==> src/rtl/gsr_pkg.sv <==
package gsr_pkg;

    typedef enum logic [1:0] {
        MODE_PASS    = 2'b00,
        MODE_ALL_ON  = 2'b01,
        MODE_ALL_OFF = 2'b10,
        MODE_INVERT  = 2'b11
    } disp_mode_e;

    typedef struct packed {
        logic col_rev;
        logic nib_swap;
        logic com_rev;
        logic com_split;
    } remap_t;

    function automatic logic [3:0] mode_apply(input logic [3:0] g, input disp_mode_e m);
        case (m)
            MODE_ALL_ON:  mode_apply = 4'hF;
            MODE_ALL_OFF: mode_apply = 4'h0;
            MODE_INVERT:  mode_apply = ~g;
            default:      mode_apply = g;
        endcase
    endfunction

endpackage

==> src/rtl/gsr_row_map.sv <==
module gsr_row_map #(
    parameter int ROW_W = 7
) (
    input  logic [ROW_W-1:0] scan_row,
    input  logic [ROW_W-1:0] start_line,
    input  logic [ROW_W-1:0] com_offset,
    input  logic             com_rev,
    input  logic             com_split,
    output logic [ROW_W-1:0] fetch_row,
    output logic [ROW_W-1:0] com_next
);
    logic [ROW_W-1:0] shifted;
    logic [ROW_W-1:0] flipped;

    always_comb begin
        fetch_row = scan_row + start_line;
        shifted   = scan_row + com_offset;
        flipped   = com_rev ? ~shifted : shifted;
        com_next  = com_split ? {flipped[ROW_W-2:0], flipped[ROW_W-1]} : flipped;
    end
endmodule

==> src/rtl/gsr_col_map.sv <==
module gsr_col_map #(
    parameter int COL_W = 6
) (
    input  logic [COL_W-1:0] scan_col,
    input  logic             col_rev,
    output logic [COL_W-1:0] fetch_col
);
    assign fetch_col = col_rev ? ~scan_col : scan_col;
endmodule

==> src/rtl/gsr_pix_path.sv <==
module gsr_pix_path
    import gsr_pkg::*;
#(
    parameter int GS_W = 4,
    parameter int NPIX = 2
) (
    input  logic [NPIX*GS_W-1:0]       ram_byte,
    input  logic                       nib_swap,
    input  disp_mode_e                 mode,
    output logic [NPIX-1:0][GS_W-1:0]  pix
);
    for (genvar i = 0; i < NPIX; i++) begin : g_pix
        logic [GS_W-1:0] raw;
        logic [GS_W-1:0] sel;
        assign raw = ram_byte[(NPIX-1-i)*GS_W +: GS_W];
        assign sel = nib_swap ? ram_byte[i*GS_W +: GS_W] : raw;
        assign pix[i] = mode_apply(sel, mode);
    end
endmodule

==> src/rtl/gsr_top.sv <==
module gsr_top
    import gsr_pkg::*;
#(
    parameter int ROW_W = 7,
    parameter int COL_W = 6,
    parameter int GS_W  = 4
) (
    input  logic             clk,
    input  logic             rst,
    input  logic             scan_vld,
    input  logic [ROW_W-1:0] scan_row,
    input  logic [COL_W-1:0] scan_col,
    input  logic [2*GS_W-1:0] ram_byte,
    input  logic             col_rev,
    input  logic             nib_swap,
    input  logic             com_rev,
    input  logic             com_split,
    input  logic [ROW_W-1:0] start_line,
    input  logic [ROW_W-1:0] com_offset,
    input  logic [ROW_W-1:0] mux_ratio,
    input  logic [1:0]       disp_mode,
    input  logic             sleep_en,
    output logic [ROW_W-1:0] fetch_row,
    output logic [COL_W-1:0] fetch_col,
    output logic [ROW_W-1:0] com_idx,
    output logic             drive_en,
    output logic [GS_W-1:0]  pix_left,
    output logic [GS_W-1:0]  pix_right
);
    localparam int NPIX = 2;
    localparam logic [GS_W-1:0] GS_MAX = {GS_W{1'b1}};

    remap_t                    rm;
    disp_mode_e                mode;
    logic [ROW_W-1:0]          com_next;
    logic [NPIX-1:0][GS_W-1:0] pix_c;
    logic                      row_live;

    assign rm   = '{col_rev: col_rev, nib_swap: nib_swap, com_rev: com_rev, com_split: com_split};
    assign mode = disp_mode_e'(disp_mode);
    assign row_live = scan_vld && !sleep_en && (scan_row <= mux_ratio);

    gsr_row_map #(.ROW_W(ROW_W)) u_row (
        .scan_row   (scan_row),
        .start_line (start_line),
        .com_offset (com_offset),
        .com_rev    (rm.com_rev),
        .com_split  (rm.com_split),
        .fetch_row  (fetch_row),
        .com_next   (com_next)
    );

    gsr_col_map #(.COL_W(COL_W)) u_col (
        .scan_col  (scan_col),
        .col_rev   (rm.col_rev),
        .fetch_col (fetch_col)
    );

    gsr_pix_path #(.GS_W(GS_W), .NPIX(NPIX)) u_pix (
        .ram_byte (ram_byte),
        .nib_swap (rm.nib_swap),
        .mode     (mode),
        .pix      (pix_c)
    );

    always_ff @(posedge clk) begin
        if (rst) begin
            drive_en  <= 1'b0;
            com_idx   <= '0;
            pix_left  <= '0;
            pix_right <= '0;
        end else begin
            drive_en  <= row_live;
            if (scan_vld) com_idx <= com_next;
            pix_left  <= row_live ? pix_c[0] : '0;
            pix_right <= row_live ? pix_c[1] : '0;
        end
    end


    sleep_blank_chk: assert property (@(posedge clk) disable iff (rst)
        sleep_en |=> (!drive_en && pix_left == '0 && pix_right == '0));


    mux_cut_chk: assert property (@(posedge clk) disable iff (rst)
        (scan_vld && scan_row > mux_ratio) |=> !drive_en);


    all_on_chk: assert property (@(posedge clk) disable iff (rst)
        (drive_en == 1'b0 || drive_en == 1'b1) && scan_vld && !sleep_en
        && scan_row <= mux_ratio && disp_mode == 2'b01
        |=> (drive_en && pix_left == GS_MAX && pix_right == GS_MAX));


    all_off_chk: assert property (@(posedge clk) disable iff (rst)
        (disp_mode == 2'b10) |=> (pix_left == '0 && pix_right == '0));


    invert_chk: assert property (@(posedge clk) disable iff (rst)
        (scan_vld && !sleep_en && scan_row <= mux_ratio && disp_mode == 2'b11 && !nib_swap)
        |=> (pix_left == GS_MAX - $past(ram_byte[2*GS_W-1:GS_W])));


    com_plain_chk: assert property (@(posedge clk) disable iff (rst)
        (scan_vld && !com_rev && !com_split)
        |=> (com_idx == ROW_W'($past(scan_row) + $past(com_offset))));

endmodule

==> config.mk <==
export PLATFORM = sky130hd
export DESIGN_NAME = gsr_top
export DESIGN_NICKNAME = d
export VERILOG_FILES = /design/src/rtl/gsr_pkg.sv /design/src/rtl/gsr_row_map.sv /design/src/rtl/gsr_col_map.sv /design/src/rtl/gsr_pix_path.sv /design/src/rtl/gsr_top.sv
export SDC_FILE = /design/constraint.sdc
export NUM_CORES = 1
export LEC_CHECK = 0
export BUFFER_PORTS_ARGS = -buffer_cell sky130_fd_sc_hd__clkbuf_2
export CELL_PAD_IN_SITES_DETAIL_PLACEMENT = 2
export CELL_PAD_IN_SITES_GLOBAL_PLACEMENT = 2
export CORE_MARGIN = 5
export CORE_UTILIZATION = 25
export CTS_CLUSTER_SIZE = 40
export DETAILED_ROUTE_END_ITERATION = 10
export PLACE_DENSITY_LB_ADDON = 0.1
export SLEW_MARGIN = 20
export SYNTH_ARGS = -nofsm -noshare
export SYNTH_HDL_FRONTEND = slang
export SYNTH_HIERARCHICAL = 1
export SYNTH_SLANG_ARGS = --single-unit
==> constraint.sdc <==
create_clock -name clk -period 3 [get_ports clk]
set_input_delay 0.3 -clock clk [delete_from_list [all_inputs] [get_ports clk]]
set_output_delay 0.3 -clock clk [all_outputs]
set_load 0.005 [all_outputs]
==> results of run 1 <==
-- logic make-up (layout without fill, tap and decap cells) --
group	Yosys count	count (layout)
AO/OA/AOI/OAI	39	39
XOR/XNOR	24	24
adder cells (fa/ha/maj)	21	21
AND/OR/NAND/NOR	29	29
buffers and inverters	23	98
multiplexers	24	24
flip-flops	16	16
-- area by class of cell --
cell class / instances / share of cell area
multi-input combinational: 137 / 0.558
timing repair buffer: 80 / 0.191
sequential: 16 / 0.153
tap: 77 / 0.0461
clock buffer: 4 / 0.0263
inverter: 14 / 0.0251
-- Yosys cell counts, types with 2 or more instances --
master / n
fa_1: 2
o21ai_0: 4
a21o_1: 5
mux2i_1: 24
nor2_1: 11
ha_1: 19
inv_1: 13
o21bai_1: 2
nand2_1: 4
buf_6: 4
buf_2: 3
a211oi_1: 3
a21boi_1: 7
dfxtp_1: 16
a21oi_1: 11
nor3_1: 3
xnor2_1: 12
nand4_1: 3
xor2_1: 10
-- worst max path at each step --
stage	startpoint	endpoint	slack, ns	depth (start not counted)
after CTS	scan_row[0]	fetch_row[6]	0.69	9
after floorplan	scan_row[0]	fetch_row[6]	1.07	7
after global placement	scan_row[0]	fetch_row[6]	0.74	9
after global routing	scan_row[0]	fetch_row[6]	0.62	9
final	scan_row[0]	fetch_row[6]	0.71	9
after detailed placement	scan_row[0]	fetch_row[6]	0.69	9
-- through the flow --
step	hold WS [ns]	area (um2)	total power (uW)	worst slack, ns	utilization
6_report	0.349	2090	734	0.715	0.331
5_1_grt	0.370	2090	802	0.615	0.331
4_1_cts	0.354	2090	753	0.688	0.331
3_5_place_dp	0.487	2040	558	0.689	0.323
3_3_place_gp	0.474	2040	555	0.737	0.323
2_1_floorplan	0.485	1610	442	1.07	-
-- flip-flops by register name, summed over array words and instances, names as in the netlist --
register   count
drive_en       1
com_idx        7
pix_right      4
pix_left       4
-- per-layer routing --
metal,part of all wire,GRT usage,wire length [um],up-vias
li1,-,-,-,762
met2,0.49,0.196,2300,38
met3,0.055,0.0300,261,2
met1,0.45,0.147,2140,699
met4,0.0049,0.0186,23,0
met5,0,0,0,-
-- power groups by stage --
stage	clock network [uW]	registers, uW	logic [uW]
after CTS	195	234	323
after detailed placement	0	239	319
after global placement	0	239	316
final	187	234	313
after floorplan	0	240	202
after global routing	211	236	355
==> impl_results.md, run 1 <==
- CTS Hold Bufs: 0
- Sequential share of the synthesized area: 0.199
- Clk slew on worst S/H paths: 0.06 ns
- DP Wirelength: approximately 4.2 mm
- Worst R2R Start: com_idx[3]
- Initial antenna violation count: 0
- Reg-to-reg critical path endpoint: com_idx[3]
- Area of the multi-input gates: ~1200 um2
- Leading post-synthesis cells by cell area: dfxtp_1 20%, mux2i_1 15%, ha_1 15%, xnor2_1 6.5%, xor2_1 5.4%
- XOR/XNOR Fraction of Synth Area: 0.144
- Final hold vios: 0
- Avg Vias per Cell: 4.58
- Worst Tran Pin Value: around 0.8 ns
- Post-route ant nets: 0
- Cts repair resizes: 0
- Ys Warns: 6
- Die Wd: 90.3 um
- DRT Wirelength: 4.72 mm
- Endpoints failing setup: 0
- Hold WC Path Type: primary input to flop
- Fin. max-slew vios: 0
- Pin count of the biggest net entering global routing: 10
- Post-synth cell types: 39
- Dominant synthesized flop cell: dfxtp_1
- Post-CTS Setup Inserts: 0
- Pwr dens: roughly 350 nW/um2
- Mean post-synth cell area: 9.16 um2
- Min Tclk post-route: 2.29 ns
- Worst slew margin: 0.481
- Post-synthesis adder-cell area fraction: 0.172
- Avg WL per Cell: between 10 and 15 um
- TritonCTS clock tree: done
- Synth Net Count: 249
- Worst EP required: between 2 and 3 ns
- I/O pin count: 81
- Fill cells: 766
- Worst setup path category: primary input to output pin
- CTS root buffer: clkbuf_8
- Crit-path max cell delay: 0.41 ns
- Synth top area share: 0.199
- Post-Synth Simple-Gate Area: 0.0986
- Global-route wire length before repair: between 7 and 8 mm
- Number of global-route vias before repair: 1652
- Arrival time worst endpoint: around 2.0 ns
- Area leader, netlist: dfxtp_1
- Clock latency on the worst-skew pair: 0.24 ns
- Placer Congestion: 0.676
- Synthesized flop and latch total: 16
- Worst Hold Path EP: com_idx[2]
- Buf/Inv on CP: 2
- # rows: 29
- Maximum clock path buffer count: 2
- Number of synthesized flops with an enable pin: 0
- Post-Syn Instances: 176
- CP delay by family, top: compound AO/OA/AOI/OAI gates
- Sequential share of power: 0.319
- FF-to-FF setup slack: about 2.3 ns
- Final net count: 325
- Num CTS Buffers: 3
- Comb power frac: 0.426
- Ant diodes: 0
- Die height: 90.3 um
- Drc violations: 0
- Post-synthesis compound-gate area fraction: 0.161
- Dpl cells: 324
- DRT iter0 DRCs: 7
- Fraction of layout cells with a size suffix above 1: 0.359
- Largest family of logic cells by synthesized area: adder cells
- Critical Path Sink Type: output pin
- Clock sink count: 16
- Clock network power share: 0.255
- FFs w/ async S/R, synth: 0
- I/O Buffers: 80
- Reg2reg path depth: 2
- Status: completed
- Core box area: about 6300 um2
- CP cell instances: clkbuf_2 -> ha_1 -> fa_1 -> a21o_1 -> a21oi_1 -> o21bai_1 -> a21oi_1 -> xnor2_1 -> clkbuf_2
- Slowest-stage cell, CP: fa_1
- H-tree levels: 1
- Starting Density: 0.255
- Clock Skew: 0 ns
- Setup tns final: 0 ns
- Detailed Routing Iterations Pass 1: 3
- Switching power: 233 uW
- Cell-internal power: roughly 500 uW
- Unrepaired setup endpoints after global routing: no
- Leakage: 0.00112 uW
- VDD IR max: 0.232 mV
- Global Route Usage Sum: 0.115
- Post-synthesis mux area share: 0.149
- GRT Residual Overflow: 0
- Fmax: 438 MHz
- Commonest non-fill, non-tap cell in the layout: clkbuf_2
- Startpoint types: primary input
- Worst-path maximum fanout: 3
- Sw frac: 0.318
- Die area: between 8000 and 9000 um2
- FF/Latch Area: roughly 320 um2
- Post-Syn Area: 1610 um2
- Max_cap viols: 0
- Min-delay src: rst
- Via count: 1501
- Non-filler instance count after layout: 328
- Area delta synth->final: 29.8%
- Worst Hold Depth: 2
- Period Utilization, post-route: 0.762
- Commonest cells after routing, fill and taps aside: 80 x clkbuf_2, 24 x mux2i_1, 19 x ha_1, 16 x dfxtp_1, 13 x inv_1
No activity file was read; power rests on OpenSTA's default activity.
==> run 2: changes to the inputs <==
- CORE_UTILIZATION: 25 -> 23
- clock period: 3 -> 2 ns (I/O delays scaled with it)
==> impl_results.md, run 2 (synthesized netlist as in run 1, its figures left out) <==
- Status: completed
- Number of flip-flops in the largest register: 7 (unchanged)
- VDD IR max: 0.274 mV (+18%)
- Leakage: 0.00118 uW (+4.7%)
- Die height: 93.7 um (+3.8%)
- Endpoints failing setup: 0 (unchanged)
- Fmax: between 500 and 600 MHz
- Core box area: 6790 um2 (+7.6%)
- Unrepaired setup endpoints after global routing: no
- Clk slew on worst S/H paths: 0.06 ns (about the same)
- Period Utilization, post-route: 0.939
- DP Wirelength: 4.28 mm (+2.4%)
- FF-to-FF setup slack: 1.38 ns (-0.95 ns)
- Worst EP required: 1.80 ns (-0.90 ns)
- Clock network power share: 0.251 (-0.004)
- Clock sink count: 16 (unchanged)
- Setup tns final: 0 ns (unchanged)
- Fin. max-slew vios: 0 (unchanged)
- Max_cap viols: 0 (unchanged)
- Reg with most FFs: com_idx
- Clock Skew: 0 ns (unchanged)
- Critical Path Sink Type: output pin
- Min Tclk post-route: 1.88 ns
- H-tree levels: 1 (unchanged)
- GRT Residual Overflow: 0 (unchanged)
- TritonCTS clock tree: done
- Die Wd: 93.7 um (+3.8%)
- CTS root buffer: clkbuf_8
- Commonest non-fill, non-tap cell in the layout: clkbuf_2
- Crit-path max cell delay: 0.34 ns (-0.07 ns)
- Hold WC Path Type: primary input to flop
- Worst Hold Path EP: com_idx[3]
- Global Route Usage Sum: 0.106 (-0.00859)
- Die area: 8780 um2 (+7.7%)
- Avg Vias per Cell: 4.32 (-5.5%)
- Largest registers: com_idx x7, pix_left x4, pix_right x4
- Detailed Routing Iterations Pass 1: 2 (-1)
- Initial antenna violation count: 0 (unchanged)
- Sequential share of power: 0.310 (-0.009)
- Ant diodes: 0 (unchanged)
- # rows: 30 (+3.4%)
- Fraction of layout cells with a size suffix above 1: 0.408 (+0.0498)
- Global-route wire length before repair: 7.58 mm (-4.5%)
- Switching power: 361 uW (+55%)
- I/O Buffers: 80 (unchanged)
- Worst R2R Start: com_idx[1]
- Number of global-route vias before repair: 1685 (+2.0%)
- Worst Tran Pin Value: 0.761 ns (-0.0157 ns)
- Core Util, Final: 0.327 (-0.00465)
- Sw frac: 0.318 (about the same)
- Placer Congestion: 0.669 (-0.96%)
- Arrival time worst endpoint: 1.68 ns (-0.31 ns)
- Pwr dens: 512 nW/um2 (+46%)
- DRT Wirelength: 4.71 mm (-0.21%)
- Cell-internal power: 775 uW (+55%)
- Reg-to-reg critical path endpoint: com_idx[1]
- Worst slew margin: 0.492 (+0.0104)
- Min-delay src: rst
- Worst Hold Depth: 2 (unchanged)
- Commonest cells after routing, fill and taps aside: 80 x clkbuf_2, 24 x mux2i_1, 18 x ha_1, 16 x dfxtp_1, 13 x inv_1
- Maximum clock path buffer count: 2 (unchanged)
- Worst-path maximum fanout: 3 (unchanged)
- Slowest-stage cell, CP: fa_2
- Final hold vios: 0 (unchanged)
- Final net count: 336 (+3.4%)
- Comb power frac: 0.439 (+0.013)
- Via count: 1548 (+3.1%)
- Avg WL per Cell: 13.2 um (-8.6%)
- Area delta synth->final: 37.7%
- Startpoint types: primary input
- DRT iter0 DRCs: 16 (+9)
- Reg2reg path depth: 2 (unchanged)
- Pin count of the biggest net entering global routing: 10 (unchanged)
- CP cell instances: clkbuf_2 -> ha_2 -> fa_2 -> a21o_1 -> a21oi_2 -> o21bai_1 -> a21oi_2 -> xnor2_1 -> clkbuf_2
- Worst setup path category: primary input to output pin
- Num CTS Buffers: 3 (unchanged)
- Post-route ant nets: 0 (unchanged)
- Drc violations: 0 (unchanged)
- Starting Density: 0.237 (-0.0181)
- I/O pin count: 81 (unchanged)
- Clock latency on the worst-skew pair: 0.25 ns (about the same)
==> run 2: cell count changes in the layout (fill, tap and decap cells not counted), sizes merged <==
cell / before / now
buf: 0 / 11
==> run 2: critical path, delay by kind of cell <==
kind                     cells  cell delay, ns
buffers and inverters        2            0.24
XOR/XNOR                     1            0.12
adder cells (fa/ha/maj)      2            0.54
AO/OA/AOI/OAI                4            0.57
==> run 2: metal layers <==
layer  track usage  part of all wire
met1         0.129              0.44
met2         0.189              0.48
met3        0.0264             0.072
met4        0.0217            0.0047
met5             0                 0
==> run 2: repair_timing <==
item,CTS,global route
setup endpoints to repair,1,3
gates resized for setup,2,4
buffers inserted,0,0
hold buffers,0,0
pin swaps,1,0
==> run 2: power by group through the flow <==
stage / sequential [uW] / clock [uW] / combinational, uW
final: 352 / 286 / 499
after global routing: 355 / 308 / 564
after CTS: 353 / 299 / 506
after detailed placement: 360 / 0 / 500
after global placement: 359 / 0 / 495
after floorplan: 359 / 0 / 303
==> run 2: worst max path at each step <==
stage / from / endpoint / slack, ns / depth (start not counted)
after floorplan: scan_row[0] / com_idx[5] / 0.19 / 10
after global placement: scan_row[0] / com_idx[5] / -0.08 / 11
after detailed placement: scan_row[0] / com_idx[5] / -0.12 / 11
after CTS: scan_row[0] / fetch_row[6] / 0.03 / 9
after global routing: scan_row[0] / fetch_row[6] / 0.02 / 9
final: scan_row[0] / fetch_row[6] / 0.12 / 9
==> run 2: through the flow <==
step	setup slack [ns]	instance area (um2)	cells	power [uW]	hold slack, ns
final	0.122	2220	358	1140	0.263
after floorplan	0.189	1610	176	662	0.451
after detailed placement	-0.120	2140	354	860	0.486
after CTS	0.0321	2200	358	1160	0.254
after global routing	0.0174	2220	358	1230	0.282
after global placement	-0.0785	2140	354	854	0.477
==> run 2: area by class of cell <==
type                       count  area [um2]
multi-input combinational    137        1190
clock buffer                   4        55.1
inverter                      14        52.6
tap                           96         120
fill                         819        4570
timing repair buffer          91         483
sequential                    16         320
